$ cat src/rtl/ipi_router_pkg.sv
package ipi_router_pkg;
  localparam int unsigned CMD_W   = 32;
  localparam int unsigned ID_LSB  = 16;
  localparam int unsigned ID_W    = 10;
  localparam int unsigned VEC_LSB = 0;
  localparam int unsigned VEC_W   = 5;
  localparam int unsigned MASK_W  = 1 << VEC_W;

  typedef struct packed {
    logic [ID_W-1:0]  id;
    logic [VEC_W-1:0] vec;
  } cmd_fields_t;
endpackage

$ cat src/rtl/ipi_cmd_field_extract.sv
module ipi_cmd_field_extract
  import ipi_router_pkg::*;
(
  input  logic [CMD_W-1:0] cmd_i,
  output cmd_fields_t      fields_o
);
  assign fields_o.id  = cmd_i[ID_LSB +: ID_W];
  assign fields_o.vec = cmd_i[VEC_LSB +: VEC_W];
endmodule

$ cat src/rtl/ipi_target_check.sv
module ipi_target_check
  import ipi_router_pkg::*;
#(
  parameter int unsigned CORE_CNT = 4,
  parameter logic [CORE_CNT-1:0] POP_MASK = '1,
  localparam int unsigned IDX_W = (CORE_CNT > 1) ? $clog2(CORE_CNT) : 1
) (
  input  logic [ID_W-1:0]  id_i,
  output logic             ok_o,
  output logic [IDX_W-1:0] idx_o
);
  localparam int unsigned SLOTS = 1 << IDX_W;
  localparam logic [SLOTS-1:0] POP_EXT = SLOTS'(POP_MASK);

  logic in_range;
  assign in_range = (32'(id_i) < 32'(CORE_CNT));
  assign idx_o    = id_i[IDX_W-1:0];
  // direct index; unfitted and padded slots read as 0
  assign ok_o     = in_range && POP_EXT[idx_o];
endmodule

$ cat src/rtl/ipi_vec_onehot.sv
module ipi_vec_onehot
  import ipi_router_pkg::*;
(
  input  logic [VEC_W-1:0]  vec_i,
  output logic [MASK_W-1:0] mask_o
);
  for (genvar b = 0; b < MASK_W; b++) begin : g_bit
    assign mask_o[b] = (vec_i == VEC_W'(b));
  end
endmodule

$ cat src/rtl/ipi_cmd_router.sv
module ipi_cmd_router
  import ipi_router_pkg::*;
#(
  parameter int unsigned CORE_CNT = 4,
  parameter logic [CORE_CNT-1:0] POP_MASK = '1,
  localparam int unsigned IDX_W = (CORE_CNT > 1) ? $clog2(CORE_CNT) : 1
) (
  input  logic              clk_i,
  input  logic              rst_ni,
  input  logic              cmd_vld_i,
  input  logic [CMD_W-1:0]  cmd_i,
  output logic              set_vld_o,
  output logic [IDX_W-1:0]  set_core_o,
  output logic [MASK_W-1:0] set_mask_o,
  output logic              err_o
);
  cmd_fields_t       fields;
  logic              tgt_ok;
  logic [IDX_W-1:0]  tgt_idx;
  logic [MASK_W-1:0] vec_mask;

  ipi_cmd_field_extract i_extract (
    .cmd_i    (cmd_i),
    .fields_o (fields)
  );

  ipi_target_check #(
    .CORE_CNT (CORE_CNT),
    .POP_MASK (POP_MASK)
  ) i_check (
    .id_i  (fields.id),
    .ok_o  (tgt_ok),
    .idx_o (tgt_idx)
  );

  ipi_vec_onehot i_onehot (
    .vec_i  (fields.vec),
    .mask_o (vec_mask)
  );

  logic go, bad;
  assign go  = cmd_vld_i &&  tgt_ok;
  assign bad = cmd_vld_i && !tgt_ok;

  always_ff @(posedge clk_i or negedge rst_ni) begin
    if (!rst_ni) begin
      set_vld_o  <= 1'b0;
      set_core_o <= '0;
      set_mask_o <= '0;
      err_o      <= 1'b0;
    end else begin
      set_vld_o  <= go;
      err_o      <= bad;
      set_mask_o <= go ? vec_mask : '0;
      if (go) set_core_o <= tgt_idx;
    end
  end
endmodule

$ cat config.mk
export PLATFORM = sky130hd
export DESIGN_NAME = ipi_cmd_router
export DESIGN_NICKNAME = d
export VERILOG_FILES = /design/src/rtl/ipi_router_pkg.sv /design/src/rtl/ipi_cmd_field_extract.sv /design/src/rtl/ipi_target_check.sv /design/src/rtl/ipi_vec_onehot.sv /design/src/rtl/ipi_cmd_router.sv
export SDC_FILE = /design/constraint.sdc
export NUM_CORES = 1
export LEC_CHECK = 0
export BUFFER_PORTS_ARGS = -buffer_cell sky130_fd_sc_hd__buf_4
export CAP_MARGIN = 20
export CORE_MARGIN = 2
export CORE_UTILIZATION = 30
export CTS_CLUSTER_SIZE = 40
export DETAILED_ROUTE_END_ITERATION = 10
export GPL_ROUTABILITY_DRIVEN = 0
export SYNTH_ARGS = -nofsm -noshare
export SYNTH_HDL_FRONTEND = slang
export SYNTH_SLANG_ARGS = --single-unit
$ cat constraint.sdc
create_clock -name clk_i -period 0.9 [get_ports clk_i]
set_clock_uncertainty 0.1 [all_clocks]
set_input_delay 0.18 -clock clk_i [delete_from_list [all_inputs] [get_ports clk_i]]
set_output_delay 0.18 -clock clk_i [all_outputs]
set_load 0.005 [all_outputs]
==> results.toml, run 1 <==
[yosys]
synth_nets = 134
yosys_warnings = 0
synthAdderAreaFrac = 0
ys_seq_area_frac = 0.701
synthXorXnorAreaFrac = 0
postSynthAreaPerCell_um2 = 13.0
synth.area.mux_share = 0.0175
yosysUniqueCellTypes = 21
synth_area_mm2 = 0.00128
synth_top_family_by_area = "simple AND/OR/NAND/NOR gates"
syn_inst = 99
ys_seq_elements = 36
synth_compound_area_frac = 0.00584
yosys.area_share.simple = 0.262

[timing]
finalCritPeriodShare = 1.23
hold_violations = 0
period_needed_ps = 1110
worst_slack_ps = -207
clock.fmax_mhz = 903
whs_ps = 11.9
max_slew.worst_pin.slew_ps = 461
maxSlewHeadroom = 0.693
setup_tns_ps = -8890
finalSetupViolations = 68
slew_viol_final = 0
rsz0062_at_grt = "yes"

[final_layout]
layout_common_cells = "buf_6 (45), dfrtp_1 (36), buf_4 (21), nor2_1 (12), nor2_2 (9)"
area.growth.synth_to_final_pct = 72.3
n_fill_cell = 358
fin_nets = 205
multi_input_area_um2 = 462
final_common_cell = "buf_6"
drive_gt1_frac = 0.591
final_util = 0.546
ff_latch_area_um2 = 901
antenna_cells = 0

[clocking]
h-tree-depth = 2
cts.sinks = 36
cts-root-buf = "clkbuf_8"
clockBufferDepth = 2
cts_buffers = 5
cts_tree = "built"
clk_pin_slew_ps = 80
clk_latency_ps = 290

[grt]
grt_pass1_vias = 1124
grt_max_degree = 37
grt_pass1_wl_um = 5450
gr-usage-all-layers = 0.144
antenna_found_initial = 0
grt_overflow_total = 0

[placement]
dp_slack_ps = -575
io_buffers = 53
dp_hpwl_um = 2160

[worst_setup_path]
path_max_fanout = 2
path_buf_inv = 1
arrival_ps = 830
cp.required_ps = 620
path_delay_family = "flip-flops"
worstSetupEndpointType = "output pin"
path_cells = "buf_6"
cp_slowest_cell = "dfrtp_1"
critical_path_class = "flop to output pin"
worst_path_largest_cell_delay_ps = 410
cp-start-kind = "flop"

[power]
peakVddDrop_mv = 0.954
powerDensity_mw_per_mm2 = 1470
leakagePower_nw = 1.06

[drt]
avgViaCountPerCell = 4.62
first_iter_violations = 36
routed_wl_um = 3040
ant_nets = 0
post-route-drc-count = 0
dr_total_vias = 1021
routedWlPerCell_um = 13.8
drt-pass1-iter-count = 4

[die]
core_mm2 = 0.00406
num_rows = 23
start_util = 0.317
pin_count = 71
dieHeight_um = 69.4
die_x_um = 69.4
die-area_mm2 = 0.00482

[outcome]
violations = "setup timing"
status = "finished with violations"

[min_path]
hold_path.class = "input pin to flop"

[run]
max-cap-violations = 0
==> kinds of logic (layout without fill, tap and decap cells) <==
group                  after synthesis  count (layout)
AOI/OAI and AO/OA                    1               1
and+or+nand+nor                     56              56
muxes                                2               2
DFF                                 36              36
buffers and inverters                4              76
==> layer usage <==
layer	up-vias	GRT usage	part of all wire
met5	-	0	0
met4	0	0.0458	0.0095
met3	2	0.0567	0.067
met2	37	0.237	0.53
met1	506	0.172	0.39
li1	476	-	-
==> through the flow <==
step	cell area [um^2]	std cells	total power, mW
detailed placement	1810	210	1.86
finish	2210	221	3.26
floorplan	1300	99	1.71
global route	2210	221	3.41
CTS	2170	220	3.28
global placement	1810	210	1.86
==> what timing repair did <==
action / in CTS / in global routing
endpoints found under the setup margin: 69 / 83
hold endpoints to repair: 36 / 0
buffers inserted: 1 / 1
pin swaps: 23 / 6
resized for setup: 58 / 10
hold buffers: 1 / 0
==> layout make-up <==
class | instances | share of cell area
Tap cell | 50 | 0.0282
Timing Repair Buffer | 67 | 0.305
Sequential cell | 36 | 0.407
Inverter | 1 | 0.00169
Clock inverter | 3 | 0.0192
Clock buffer | 5 | 0.0311
Multi-Input combinational cell | 59 | 0.208
==> path summary, 6_finish.rpt <==
check                           depth (start not counted)     startpoint  slack, ps        endpoint
max in group asynchronous                               2         rst_ni        210  set_mask_o[17]
min in group asynchronous                               2         rst_ni        230           err_o
worst max-delay path                                    1  set_core_o[1]       -210   set_core_o[1]
worst max register to register                          1  set_core_o[1]         20   set_core_o[1]
worst min register to register                          1  set_core_o[0]        440   set_core_o[0]
worst min-delay path                                    2      cmd_i[16]         10   set_core_o[0]
==> power breakdown <==
part	internal, mW	total, mW	switching, mW
combinational	0.117	0.237	0.120
clock	0.819	1.39	0.570
sequential	1.62	1.63	0.00479
==> state kept, by name (all words and copies together), names as in the netlist <==
signal and count:
set_vld_o 1, err_o 1, set_core_o 2, set_mask_o 32
==> cell usage after synthesis <==
master / number / area share
dfrtp_1: 36 / 0.70
nor3_1: 8 / 0.031
inv_1: 1 / 0.0029
and3_1: 1 / 0.0049
nand2b_1: 2 / 0.0097
nor3_2: 4 / 0.031
clkbuf_1: 1 / 0.0029
nor2_1: 21 / 0.061
or2_0: 1 / 0.0049
nor2b_1: 2 / 0.0097
nand3b_1: 3 / 0.018
mux2_2: 2 / 0.018
buf_2: 2 / 0.0078
nand3_1: 2 / 0.0078
nor4_4: 2 / 0.033
a21boi_0: 1 / 0.0058
nand4_1: 6 / 0.029
and2_1: 1 / 0.0049
nand4b_1: 1 / 0.0068
or3b_1: 1 / 0.0068
nand2_1: 1 / 0.0029
No activity file was read; power rests on OpenSTA's default activity.
==> run 2, diff against run 1 <==
SETUP_SLACK_MARGIN = 0.1   (was unset)
==> results.toml, run 2 (synthesized netlist as in run 1, its figures left out) <==
[timing]
finalSetupViolations = 69
setup_tns_ps = -9640
rsz0062_at_grt = "yes"
worst_slack_ps = -208
hold_violations = 36
period_needed_ps = 1110
clock.fmax_mhz = 902
slew_viol_final = 0
maxSlewHeadroom = 0.707
finalCritPeriodShare = 1.23
whs_ps = -277
max_slew.worst_pin.slew_ps = 440

[final_layout]
largest_reg_flops = 32
fin_nets = 207
area.growth.synth_to_final_pct = 75.1
layout_common_cells = "buf_6 (47), dfrtp_1 (36), buf_4 (22), nor2_2 (11), nor2_1 (10)"
regMostFlops = "set_mask_o"
finalInstanceArea_mm2 = 0.00225
final_common_cell = "buf_6"
reg_top3 = "set_mask_o x32, set_core_o x2"
drive_gt1_frac = 0.630
final_util = 0.554
antenna_cells = 0

[die]
start_util = 0.317
pin_count = 71
core_mm2 = 0.00406
die_x_um = 69.4
die-area_mm2 = 0.00482
num_rows = 23
dieHeight_um = 69.4

[outcome]
status = "finished with violations"
violations = "hold timing, setup timing"

[worst_setup_path]
cp.required_ps = 620
cp-start-kind = "flop"
path_delay_family = "flip-flops"
critical_path_class = "flop to output pin"
path_max_fanout = 2
worstSetupEndpointType = "output pin"
worstSetupPathDepth = 1
worst_path_largest_cell_delay_ps = 410
cp_slowest_cell = "dfrtp_1"
path_cells = "buf_6"
path_buf_inv = 1
arrival_ps = 830
reg2reg_depth = 1

[placement]
io_buffers = 53
dp_hpwl_um = 2160
dpl-instance-area_mm2 = 0.00181

[power]
peakVddDrop_mv = 0.896
p_seq_frac = 0.500
powerDensity_mw_per_mm2 = 1450
p_comb_frac = 0.074
internal_power_mw = 2.56
leakagePower_nw = 1.06
total_power_mw = 3.26
swShare = 0.214
net-switching-power_uw = 698
clockPowerShare = 0.426

[clocking]
clockBufferDepth = 2
clk_pin_slew_ps = 80
clk_latency_ps = 300
cts_tree = "built"
cts.sinks = 36
h-tree-depth = 2
cts_buffers = 5
cts-root-buf = "clkbuf_8"

[drt]
dr_total_vias = 1013
routed_wl_um = 3080
first_iter_violations = 52
drt-pass1-iter-count = 4
post-route-drc-count = 0
routedWlPerCell_um = 13.8
ant_nets = 0
avgViaCountPerCell = 4.54

[grt]
antenna_found_initial = 0
grt_max_degree = 37
grt_pass1_wl_um = 5380
grt_pass1_vias = 1135
gr-usage-all-layers = 0.142
grt_overflow_total = 0

[run]
max-cap-violations = 0

[min_path]
hold_path.class = "input pin to async pin"
run 2: power by group through the flow:
stage	combinational, mW	sequential [mW]	clock [mW]
floorplan	0.0505	1.66	0
global placement	0.203	1.66	0
detailed placement	0.207	1.66	0
CTS	0.229	1.63	1.42
global route	0.268	1.63	1.52
finish	0.242	1.63	1.39
run 2: layout make-up:
class / instances / area, um^2
repair buffers: 69 / 694
multi-input cells: 59 / 477
well taps: 50 / 62.6
flip-flops and latches: 36 / 901
fillers: 347 / 1810
inverters: 1 / 3.75
clock buffers: 5 / 68.8
clock inverters: 3 / 42.5
run 2: final timing paths:
path / from / to / slack, ps
worst max-delay path: set_core_o[1] / set_core_o[1] / -210
worst min-delay path: rst_ni / err_o / -280
worst max register to register: set_core_o[1] / set_core_o[1] / 20
worst min register to register: set_core_o[0] / set_core_o[0] / 440
max in group asynchronous: rst_ni / set_mask_o[17] / 650
min in group clk_i: cmd_i[16] / set_core_o[0] / 10
run 2: per-stage QoR:
step                      setup slack [ps]  hold slack [ps]  cells
final                                 -208             -277    223
after global routing                  -253             -250    223
after CTS                             -209             -267    219
after detailed placement              -575             60.1    210
after global placement                -536             43.0    210
after floorplan                       -451             -216     99
run 2: per-layer routing:
layer / vias up / global-route usage / wire length [um]
li1: 484 / - / -
met1: 487 / 0.166 / 1240
met2: 38 / 0.234 / 1590
met3: 4 / 0.0567 / 209
met4: 0 / 0.0523 / 45
met5: - / 0 / 0
run 2: timing repair:
action	in CTS	in global routing
gates cloned	0	1
buffers inserted	1	3
endpoints found under the hold margin	36	36
endpoints found under the setup margin	72	72
pin swaps	25	8
gates resized for setup	60	18
